**config.mk**
```make
export PLATFORM = sky130hd
export DESIGN_NAME = beam_list_engine
export DESIGN_NICKNAME = d
export VERILOG_FILES = /design/src/rtl/dl_pkg.sv /design/src/rtl/dl_decode.sv /design/src/rtl/dl_loop_ctr.sv /design/src/rtl/dl_beat_gate.sv /design/src/rtl/beam_list_engine.sv
export SDC_FILE = /design/constraint.sdc
export NUM_CORES = 1
export LEC_CHECK = 0
export BUFFER_PORTS_ARGS = -buffer_cell sky130_fd_sc_hd__buf_2
export CORE_ASPECT_RATIO = 0.7
export CORE_MARGIN = 5
export CORE_UTILIZATION = 50
export DETAILED_ROUTE_END_ITERATION = 16
export PLACE_DENSITY = 0.7
export SLEW_MARGIN = 20
export SYNTH_ARGS = -nofsm -noshare
export SYNTH_HDL_FRONTEND = slang
export SYNTH_SLANG_ARGS = --single-unit
```
**constraint.sdc**
```tcl
create_clock -name clk -period 6.3 [get_ports clk]
set_input_delay 0.63 -clock clk [delete_from_list [all_inputs] [get_ports clk]]
set_output_delay 0.63 -clock clk [all_outputs]
set_load 0.1 [all_outputs]
```
**src/rtl/dl_pkg.sv**
```systemverilog
`timescale 1ns/1ps
package dl_pkg;
    localparam int LINE_W = 9;
    localparam int CYC_W  = 6;
    localparam int REG_W  = 6;
    localparam int BYTE_W = 8;

    typedef enum logic [1:0] {ST_FETCH, ST_OP, ST_ARG} seq_st_e;

    typedef enum logic [2:0] {
        K_WAIT, K_MOV, K_BRA, K_SETA, K_SETB, K_DECA, K_DECB, K_NOP
    } op_kind_e;

    localparam logic [7:0] OPC_BRA  = 8'h00;
    localparam logic [7:0] OPC_SETA = 8'h01;
    localparam logic [7:0] OPC_SETB = 8'h02;
    localparam logic [7:0] OPC_DECA = 8'h03;
    localparam logic [7:0] OPC_DECB = 8'h04;
endpackage

```
**src/rtl/dl_decode.sv**
```systemverilog
`timescale 1ns/1ps
module dl_decode
    import dl_pkg::*;
(
    input  logic [BYTE_W-1:0] op_byte,
    output op_kind_e          kind
);
    always_comb begin
        if (op_byte[7])
            kind = K_WAIT;
        else if (op_byte[6])
            kind = K_MOV;
        else begin
            unique case (op_byte)
                OPC_BRA:  kind = K_BRA;
                OPC_SETA: kind = K_SETA;
                OPC_SETB: kind = K_SETB;
                OPC_DECA: kind = K_DECA;
                OPC_DECB: kind = K_DECB;
                default:  kind = K_NOP;
            endcase
        end
    end
endmodule

```
**src/rtl/dl_loop_ctr.sv**
```systemverilog
`timescale 1ns/1ps
module dl_loop_ctr #(
    parameter int W = 8
) (
    input  logic         clk,
    input  logic         rst_n,
    input  logic         load,
    input  logic         dec,
    input  logic [W-1:0] load_val,
    output logic         is_zero
);
    logic [W-1:0] cnt_d, cnt_q;

    always_comb begin
        cnt_d = cnt_q;
        if (load)
            cnt_d = load_val;
        else if (dec && cnt_q != '0)
            cnt_d = cnt_q - W'(1);
    end

    always_ff @(posedge clk or negedge rst_n) begin
        if (!rst_n) cnt_q <= '0;
        else        cnt_q <= cnt_d;
    end

    assign is_zero = (cnt_q == '0);
endmodule

```
**src/rtl/dl_beat_gate.sv**
```systemverilog
`timescale 1ns/1ps
module dl_beat_gate #(
    parameter int CW = 6
) (
    input  logic          clk,
    input  logic          rst_n,
    input  logic          clear,
    input  logic          consume,
    input  logic [CW-1:0] beam_cycle,
    output logic          beat_ok
);
    logic          spent_d, spent_q;
    logic [CW-1:0] cyc_d, cyc_q;

    assign beat_ok = !spent_q || (beam_cycle != cyc_q);

    always_comb begin
        spent_d = spent_q;
        cyc_d   = cyc_q;
        if (clear)
            spent_d = 1'b0;
        else if (consume) begin
            spent_d = 1'b1;
            cyc_d   = beam_cycle;
        end else if (beam_cycle != cyc_q)
            spent_d = 1'b0;
    end

    always_ff @(posedge clk or negedge rst_n) begin
        if (!rst_n) begin
            spent_q <= 1'b0;
            cyc_q   <= '0;
        end else begin
            spent_q <= spent_d;
            cyc_q   <= cyc_d;
        end
    end
endmodule

```
**src/rtl/beam_list_engine.sv**
```systemverilog
`timescale 1ns/1ps
module beam_list_engine
    import dl_pkg::*;
#(
    parameter int AW = 10
) (
    input  logic              clk,
    input  logic              rst_n,
    input  logic              frame_start,
    input  logic [LINE_W-1:0] beam_line,
    input  logic [CYC_W-1:0]  beam_cycle,
    output logic [AW-1:0]     ram_addr,
    input  logic [BYTE_W-1:0] ram_data,
    output logic              wr_strobe,
    output logic [REG_W-1:0]  wr_reg,
    output logic [BYTE_W-1:0] wr_data,
    output logic              halted
);
    localparam int NCTR = 2;

    typedef struct packed {
        seq_st_e           st;
        logic [AW-1:0]     pc;
        logic [BYTE_W-1:0] op;
        logic              strobe;
        logic [REG_W-1:0]  rg;
        logic [BYTE_W-1:0] data;
    } seq_t;

    seq_t q, d;

    op_kind_e          kind;
    logic              beat_ok, consume;
    logic [NCTR-1:0]   ld, dc, zero;
    logic [LINE_W-1:0] tgt_line;
    logic [CYC_W-1:0]  tgt_cyc;
    logic [AW-1:0]     pc1, pc2, pc3, br_tgt;

    dl_decode u_dec (.op_byte(q.op), .kind(kind));

    dl_beat_gate #(.CW(CYC_W)) u_beat (
        .clk(clk), .rst_n(rst_n), .clear(frame_start),
        .consume(consume), .beam_cycle(beam_cycle), .beat_ok(beat_ok)
    );

    for (genvar i = 0; i < NCTR; i++) begin : g_ctr
        dl_loop_ctr #(.W(BYTE_W)) u_ctr (
            .clk(clk), .rst_n(rst_n), .load(ld[i]), .dec(dc[i]),
            .load_val(ram_data), .is_zero(zero[i])
        );
    end

    assign tgt_line = {q.op[6:0], ram_data[7:6]};
    assign tgt_cyc  = ram_data[5:0];
    assign pc1      = q.pc + AW'(1);
    assign pc2      = q.pc + AW'(2);
    assign pc3      = q.pc + AW'(3);
    assign br_tgt   = pc2 + {{(AW-BYTE_W){ram_data[7]}}, ram_data};

    always_comb begin
        d        = q;
        d.strobe = 1'b0;
        consume  = 1'b0;
        ld       = '0;
        dc       = '0;
        unique case (q.st)
            ST_FETCH: d.st = ST_OP;
            ST_OP: begin
                d.op = ram_data;
                d.st = ST_ARG;
            end
            ST_ARG: begin
                if (kind == K_WAIT) begin
                    if (beam_line == tgt_line && beam_cycle == tgt_cyc) begin
                        d.pc = pc2;
                        d.st = ST_FETCH;
                    end
                end else if (beat_ok) begin
                    consume = 1'b1;
                    d.st    = ST_FETCH;
                    unique case (kind)
                        K_MOV: begin
                            d.strobe = 1'b1;
                            d.rg     = q.op[REG_W-1:0];
                            d.data   = ram_data;
                            d.pc     = pc2;
                        end
                        K_BRA:  d.pc = br_tgt;
                        K_SETA: begin ld[0] = 1'b1; d.pc = pc2; end
                        K_SETB: begin ld[1] = 1'b1; d.pc = pc2; end
                        K_DECA: begin
                            if (zero[0]) d.pc = pc3;
                            else begin dc[0] = 1'b1; d.pc = pc1; end
                        end
                        K_DECB: begin
                            if (zero[1]) d.pc = pc3;
                            else begin dc[1] = 1'b1; d.pc = pc1; end
                        end
                        default: d.pc = pc1;
                    endcase
                end
            end
            default: d.st = ST_FETCH;
        endcase
        if (frame_start) begin
            d.st     = ST_FETCH;
            d.pc     = '0;
            d.strobe = 1'b0;
            consume  = 1'b0;
            ld       = '0;
            dc       = '0;
        end
    end

    always_ff @(posedge clk or negedge rst_n) begin
        if (!rst_n) begin
            q.st     <= ST_FETCH;
            q.pc     <= '0;
            q.op     <= '0;
            q.strobe <= 1'b0;
            q.rg     <= '0;
            q.data   <= '0;
        end else begin
            q <= d;
        end
    end

    assign ram_addr  = (q.st == ST_FETCH) ? q.pc : pc1;
    assign wr_strobe = q.strobe;
    assign wr_reg    = q.rg;
    assign wr_data   = q.data;
    assign halted    = (q.st == ST_ARG) && (kind == K_WAIT) && (&tgt_line) && (&tgt_cyc);
endmodule

```
# == Yosys cells after proc, flatten, opt, wreduce, memory -nomap -nowiden ==
# Index checks and enable logic that the tools add are counted.
# op_classes
n_addsub,6
mul,0
n_div,0
magnitude_cmp,0
eq_ne,18
shifts,0
mux,43
bitwise_logic,2
reduce_logical,27
# ops
cell,n
2-to-1 mux 15 bit,4
2-to-1 mux 12 bit,4
2-to-1 mux 10 bit,4
one-hot mux 10 bit (4 select lines),1
2-to-1 mux 8 bit,4
zero test 8 bit,3
adder 10 x 2 -> 10 bit (second input constant),2
== test 8 x 2 -> 1 bit (second input constant),2
2-to-1 mux 2 bit,8
nonzero test 8 bit,2
subtractor 8 x 1 -> 8 bit (second input constant),2
one-hot mux 3 bit (5 select lines),1
2-to-1 mux 1 bit,14
adder 10 x 1 -> 10 bit (second input constant),1
adder 10 bit,1
== test 3 bit (second input constant),3
== test 9 bit,1
AND reduction 9 bit,1
== test 8 x 1 -> 1 bit (second input constant),1
== test 8 x 3 -> 1 bit (second input constant),1
== test 3 x 2 -> 1 bit (second input constant),2
== test 6 bit,1
logical AND 1 bit,6
2-to-1 mux 3 bit,2
20 further kinds,25
# totals
register_bits,58
latchBits,0
ram_bits,0
mem_bits_ro,0
input_bits,26
output_inout_bits,26
wordCells,106
n_memories,0

# == Longest topological paths before layout ==
# depth
word_depth,13
mapped_depth,13
depth_no_buf,12

# == Modules after synthesis ==
# A second synthesis with hierarchy kept.
# unflattened
hier_cells,545
hier_area_um2,4777.1
# modules_own_cells
mod,n_inst,cells_each,area_per_inst_um2,seq_area_each_um2
beam_list_engine,1,385,3280.6,875.8
dl_loop_ctr at g_ctr[1].u_ctr,1,68,575.6,200.2
dl_loop_ctr at g_ctr[0].u_ctr,1,58,528.0,200.2
dl_beat_gate,1,27,345.3,175.2
dl_decode,1,7,47.5,0.0

# == Least setup slack after synthesis ==
# OpenSTA, ideal clock, no wires.
# synth_timing
path_type,reg-to-output
startpoint,register q[22] (netlist name)
endpoint,output port halted
arrival_ns,2.982
t_required_ns,5.670
setup_slack_ns,2.688
stages_incl_launch_ff,5
path_buffers,2
path_cell_list,dfrtp_1 buf_2 clkbuf_1 nand4_1 nor3_1
# synth_via
elab_chain_cells,8
word_cells_on_any_way,12
cone_classes,eq/ne: 4; mux: 3; reduce/logical: 5
# synth_lines
element,line,source
start: declaration,beam_list_engine.sv:30,"seq_t q, d;"
"== test 8 x 3 -> 1 bit, or another cell as far along",dl_decode.sv:14,unique case (op_byte)
one-hot mux 3 bit (5 select lines),dl_decode.sv:14,
2-to-1 mux 3 bit,dl_decode.sv:11,else if (op_byte[6])
2-to-1 mux 3 bit (*),dl_decode.sv:9,if (op_byte[7])
zero test 3 bit (*),beam_list_engine.sv:132,assign halted = (q.st == ST_ARG) && (kind == K_WAIT) && (&tgt_line) && (&tgt_cyc);
logical AND 1 bit (*) (3 in series),beam_list_engine.sv:132,
end: declaration,beam_list_engine.sv:17,output logic halted
# Every way passes the cells marked *; elsewhere a longest branch is shown, timed or not.

# == Worst setup path after layout ==
# layout_timing
startpoint,register q[26] (netlist name)
endpoint,register q[32] (netlist name)
# layout_via
elab_chain_cells,7
word_cells_on_any_way,12
cone_classes,add/sub: 4; mux: 8
# layout_lines
element,line,source
"adder 10 x 2 -> 10 bit, or another cell as far along",beam_list_engine.sv:56,assign pc2 = q.pc + AW'(2);
"adder 10 bit, or another cell as far along",beam_list_engine.sv:58,"assign br_tgt = pc2 + {{(AW-BYTE_W){ram_data[7]}}, ram_data};"
one-hot mux 10 bit (4 select lines),beam_list_engine.sv:81,unique case (kind)
2-to-1 mux 12 bit,beam_list_engine.sv:78,end else if (beat_ok) begin
2-to-1 mux 12 bit (*),beam_list_engine.sv:73,if (kind == K_WAIT) begin
2-to-1 mux 10 bit (*),beam_list_engine.sv:66,unique case (q.st)
2-to-1 mux 12 bit (*),beam_list_engine.sv:105,if (frame_start) begin
# Every way passes the cells marked *; elsewhere a longest branch is shown, timed or not. The select of a mux whose other input is x is not followed.
# A chain may end at the register's enable or synchronous reset.

==> impl.org <==
** Run status
- Status :: completed

** Yosys
- For this run, the register share of the synthesized area comes to 0.3200.
- Combinational family with the most area after synthesis :: simple AND/OR/NAND/NOR gates
- Post-synthesis adder-cell area fraction :: 0.05131
- Of the total synthesized cell area, the portion taken by AND, OR, NAND and NOR gates is 0.2143.
- Of the post-synthesis cell area, the dominant cell type holds 0.3200.
- The share of the synthesized area in compound gates (AO/OA/AOI/OAI) is 0.1446.
- Fraction of synthesized area in multiplexers :: 0.08138
- XOR/XNOR share of the synthesized area :: 0.1236
- The synthesized design contains 0 enable-type register cells.
- The biggest area contributor in the post-synthesis netlist is sky130_fd_sc_hd__dfrtp_1.
- Synth warn :: 0
- The average instance in the mapped netlist occupies 8.807 um2.
- Post-Syn Area :: between 0.004 and 0.005 mm2
- Among all flip-flop cells after synthesis, the most frequent one is sky130_fd_sc_hd__dfrtp_1.
- After synthesis the netlist holds a flip-flop and latch count of between 50 and 60.
- When the netlist entered floorplanning its net count stood at 559.
- Mapped Cells :: roughly 500
- Counting flops with an async set or reset pin after synthesis yields a share of 1.000.
- Top post-synthesis cells by area :: sky130_fd_sc_hd__dfrtp_1 32%, sky130_fd_sc_hd__xnor2_1 7.7%, sky130_fd_sc_hd__mux2_2 7.7%
- In this run, distinct cell masters in the synthesized netlist total 67.

** Timing
- Unrepaired setup endpoints after global routing :: false
- Summed over all failing endpoints, the final setup total negative slack is 0 ps.
- Final setup viols :: 0
- Maximum clock frequency :: between 0.2 and 0.3 GHz
- Remaining max-slew budget at the tightest pin :: 0.2349
- The final number of max-transition violations is 0.
- For the final database, setup skew stands at ~11 ps.
- Final Hold Fails :: 0
- Once routing completed, OpenROAD measured the worst setup slack at approximately 2900 ps.
- Dividing the final minimum period by the clock period gives 0.5435.
- Actual transition at the worst max-transition pin :: 1145 ps
- Counting I/O delays and the setup requirement, the final critical path takes 3424 ps.

** Final layout
- The register with the most flip-flops in the layout has 20 of them.
- Summing all multi-input logic gate instances after layout gives between 0.002 and 0.003 mm2.
- Leaving out fill and tap cells, the most frequent cell in the layout is sky130_fd_sc_hd__dfrtp_1.
- Number of inserted diodes :: 0
- Growth of design area from synthesis to finish :: 12.00%
- Most frequent cells in the layout :: 58 x sky130_fd_sc_hd__dfrtp_1, 53 x sky130_fd_sc_hd__nor2_1, 51 x sky130_fd_sc_hd__buf_2
- After the last flow step, the layout net total stands at between 500 and 600.
- Filler Cells Inserted :: about 820
- Reg area :: around 0.0015 mm2
- Largest register by flop count :: q
- Of the cells placed in the final design, the portion with a size suffix greater than 1 is 0.2092.

** Drt
- Vias/cell :: roughly 6
- In this run, the number of DRC markers left after iteration 0 of detailed routing was 376.
- Summing over every cut layer, the via total after detailed routing is 4018.
- In this run the remaining antenna-violating nets after routing total 0.
- DR DRC count :: 0
- Total wirelength of the detailed-routed design :: 12690 um
- First-pass iteration count of the detailed router :: 5
- After detailed routing, the average wire length per cell comes to 18.97 um.

** Die
- Total Die Area :: 0.01111 mm2
- For this configuration, the core starts out at a cell density of 0.5061.
- The die is approximately 120 um wide.
- Count of standard-cell rows :: 29
- The core region is between 0.008 and 0.009 mm2.
- Number of top-level design ports :: 52
- The die is about 90 um tall.

** Setup path
- Data on the critical path is required at its endpoint by roughly 6500 ps.
- Along the worst path, the maximum fanout reaches 11.
- For the worst flop-to-flop path, the logic depth is 11.
- The worst setup path is launched from a flop.
- STA puts the critical path data arrival time at ~3600 ps.
- The endpoint identified for the worst register-to-register timing path is q[32]$_DFFE_PN0P_.
- Startpoint of the worst-slack reg-to-reg timing path :: q[26]$_DFFE_PN0P_
- For flop-to-flop paths, the worst setup slack is ~2900 ps.
- Worst setup path class :: reg2reg
- The worst setup path is captured at a flop.

** Global route
- Remaining global-route overflow :: 0
- Global-route wire length before repair :: a little over 20000 um
- Vias in the first global route :: about 3800
- Across every metal layer, demand over resource in global routing totals 0.2393.
- Entering global routing, the biggest net connects 59 pins.
- Initial antenna violation count :: 0

** Placement
- Final weighted congestion in routability-driven placement :: roughly 0.95
- Post-DP HPWL :: slightly above 9000 um
- At the placement stage, the worst setup path has a slack of 2967 ps.
- Count of buffers from port buffering :: between 50 and 60

** Hold path
- The tightest min-delay check is of the in2async type.

** CTS
- Quantity of hold-fixing buffers added after cts :: 0
- The clock reaches the later pin of the worst-skew pair after 330 ps.
- Number of buffers between clock root and the deepest sink :: 2
- In this run the post-CTS setup repair buffer count came out at 0.
- Counting the buffers created by CTS gives 9.
- Clock transition at the registers of the reported paths :: roughly 60 ps
- TritonCTS Sinks :: 58
- CTS built an H-tree with a depth of 3.
- Post-CTS sizing :: 0
- TritonCTS clock tree :: done
- The root buffer cell chosen for the clock tree is sky130_fd_sc_hd__clkbuf_16.

** Flow run
- Max-cap violations in this run came to 0.

** Power and ir drop
- P per Cell Area :: 376.1 mW/mm2
- Summed over all cells, the static leakage comes to 2.177 nW.
- Across the VDD grid, the largest voltage drop is about 150 uV.
## routing by layer
layer / vias up / global-route usage / wire length, um
met5: - / 0 / 0
met1: 1971 / 0.3436 / 5911
met2: 169 / 0.3639 / 5609
li1: 1861 / - / -
met3: 17 / 0.04759 / 997
met4: 0 / 0.07638 / 175
## power breakdown
group	switching (mW)	leakage, nW	internal [mW]
Clock	0.176	0.163	0.368
Sequential	0.109	0.744	0.463
Combinational	0.586	1.27	0.210
Total	0.870	2.18	1.04
## worst max-delay path: stages, from the launching register on
cell and delay [ps]:
sky130_fd_sc_hd__dfrtp_1 610, sky130_fd_sc_hd__nand3_1 220, sky130_fd_sc_hd__nor2_1 190, sky130_fd_sc_hd__xnor2_1 180, sky130_fd_sc_hd__inv_1 80, sky130_fd_sc_hd__ha_1 220, sky130_fd_sc_hd__or3_1 310, sky130_fd_sc_hd__o31ai_1 460
sky130_fd_sc_hd__nor2b_1 130, sky130_fd_sc_hd__or4_1 570, sky130_fd_sc_hd__a41oi_1 230, sky130_fd_sc_hd__nand3_1 100
## logic make-up after synthesis
kind of cell,after synthesis
DFF,58
and+or+nand+nor,184
adders and majority gates,18
AOI/OAI and AO/OA,98
xor gates and xnor gates,64
muxes,33
buffers and inverters,60
## area by class of cell
type                            count  area share
Multi-Input combinational cell    397      0.5493
Inverter                           20     0.01478
Timing Repair Buffer               54     0.05468
Sequential cell                    58      0.2857
Clock inverter                      4     0.01453
Tap cell                          124     0.03054
Clock buffer                       12     0.05049
## Yosys cell counts (14+ instances only)
library cell               instances
sky130_fd_sc_hd__xnor2_1          40
sky130_fd_sc_hd__nand2_1          33
sky130_fd_sc_hd__buf_4            14
sky130_fd_sc_hd__ha_1             17
sky130_fd_sc_hd__a21oi_1          32
sky130_fd_sc_hd__o21ai_0          15
sky130_fd_sc_hd__nor2_1           53
sky130_fd_sc_hd__dfrtp_1          58
sky130_fd_sc_hd__clkbuf_1         18
sky130_fd_sc_hd__inv_1            19
sky130_fd_sc_hd__nor3_1           19
sky130_fd_sc_hd__xor2_1           24
sky130_fd_sc_hd__mux2_2           31
## through the flow
stage / area [um2] / total power, mW / utilization / cells / hold WS [ps]
floorplan: 4536 / 1.273 / - / 515 / 334.4
finish: 5080 / 1.910 / 0.5668 / 669 / 463.4
global placement: 4750 / 1.351 / 0.5299 / 653 / 484.0
CTS: 5080 / 1.917 / 0.5668 / 669 / 495.3
detailed placement: 4750 / 1.368 / 0.5299 / 653 / 492.5
global route: 5080 / 1.991 / 0.5668 / 669 / 509.6
## how the worst max path moves through the flow
stage	startpoint	endpoint	slack, ps	depth (start not counted)
floorplan	q[22]$_DFFE_PN0N_	halted	2690	4
global placement	q[26]$_DFFE_PN0P_	q[32]$_DFFE_PN0P_	3080	11
detailed placement	q[26]$_DFFE_PN0P_	q[32]$_DFFE_PN0P_	2970	11
CTS	q[26]$_DFFE_PN0P_	q[32]$_DFFE_PN0P_	2950	11
global route	q[25]$_DFFE_PN0P_	q[32]$_DFFE_PN0P_	2640	11
finish	q[26]$_DFFE_PN0P_	q[32]$_DFFE_PN0P_	2880	11
Power figures use the tool's default switching activity.
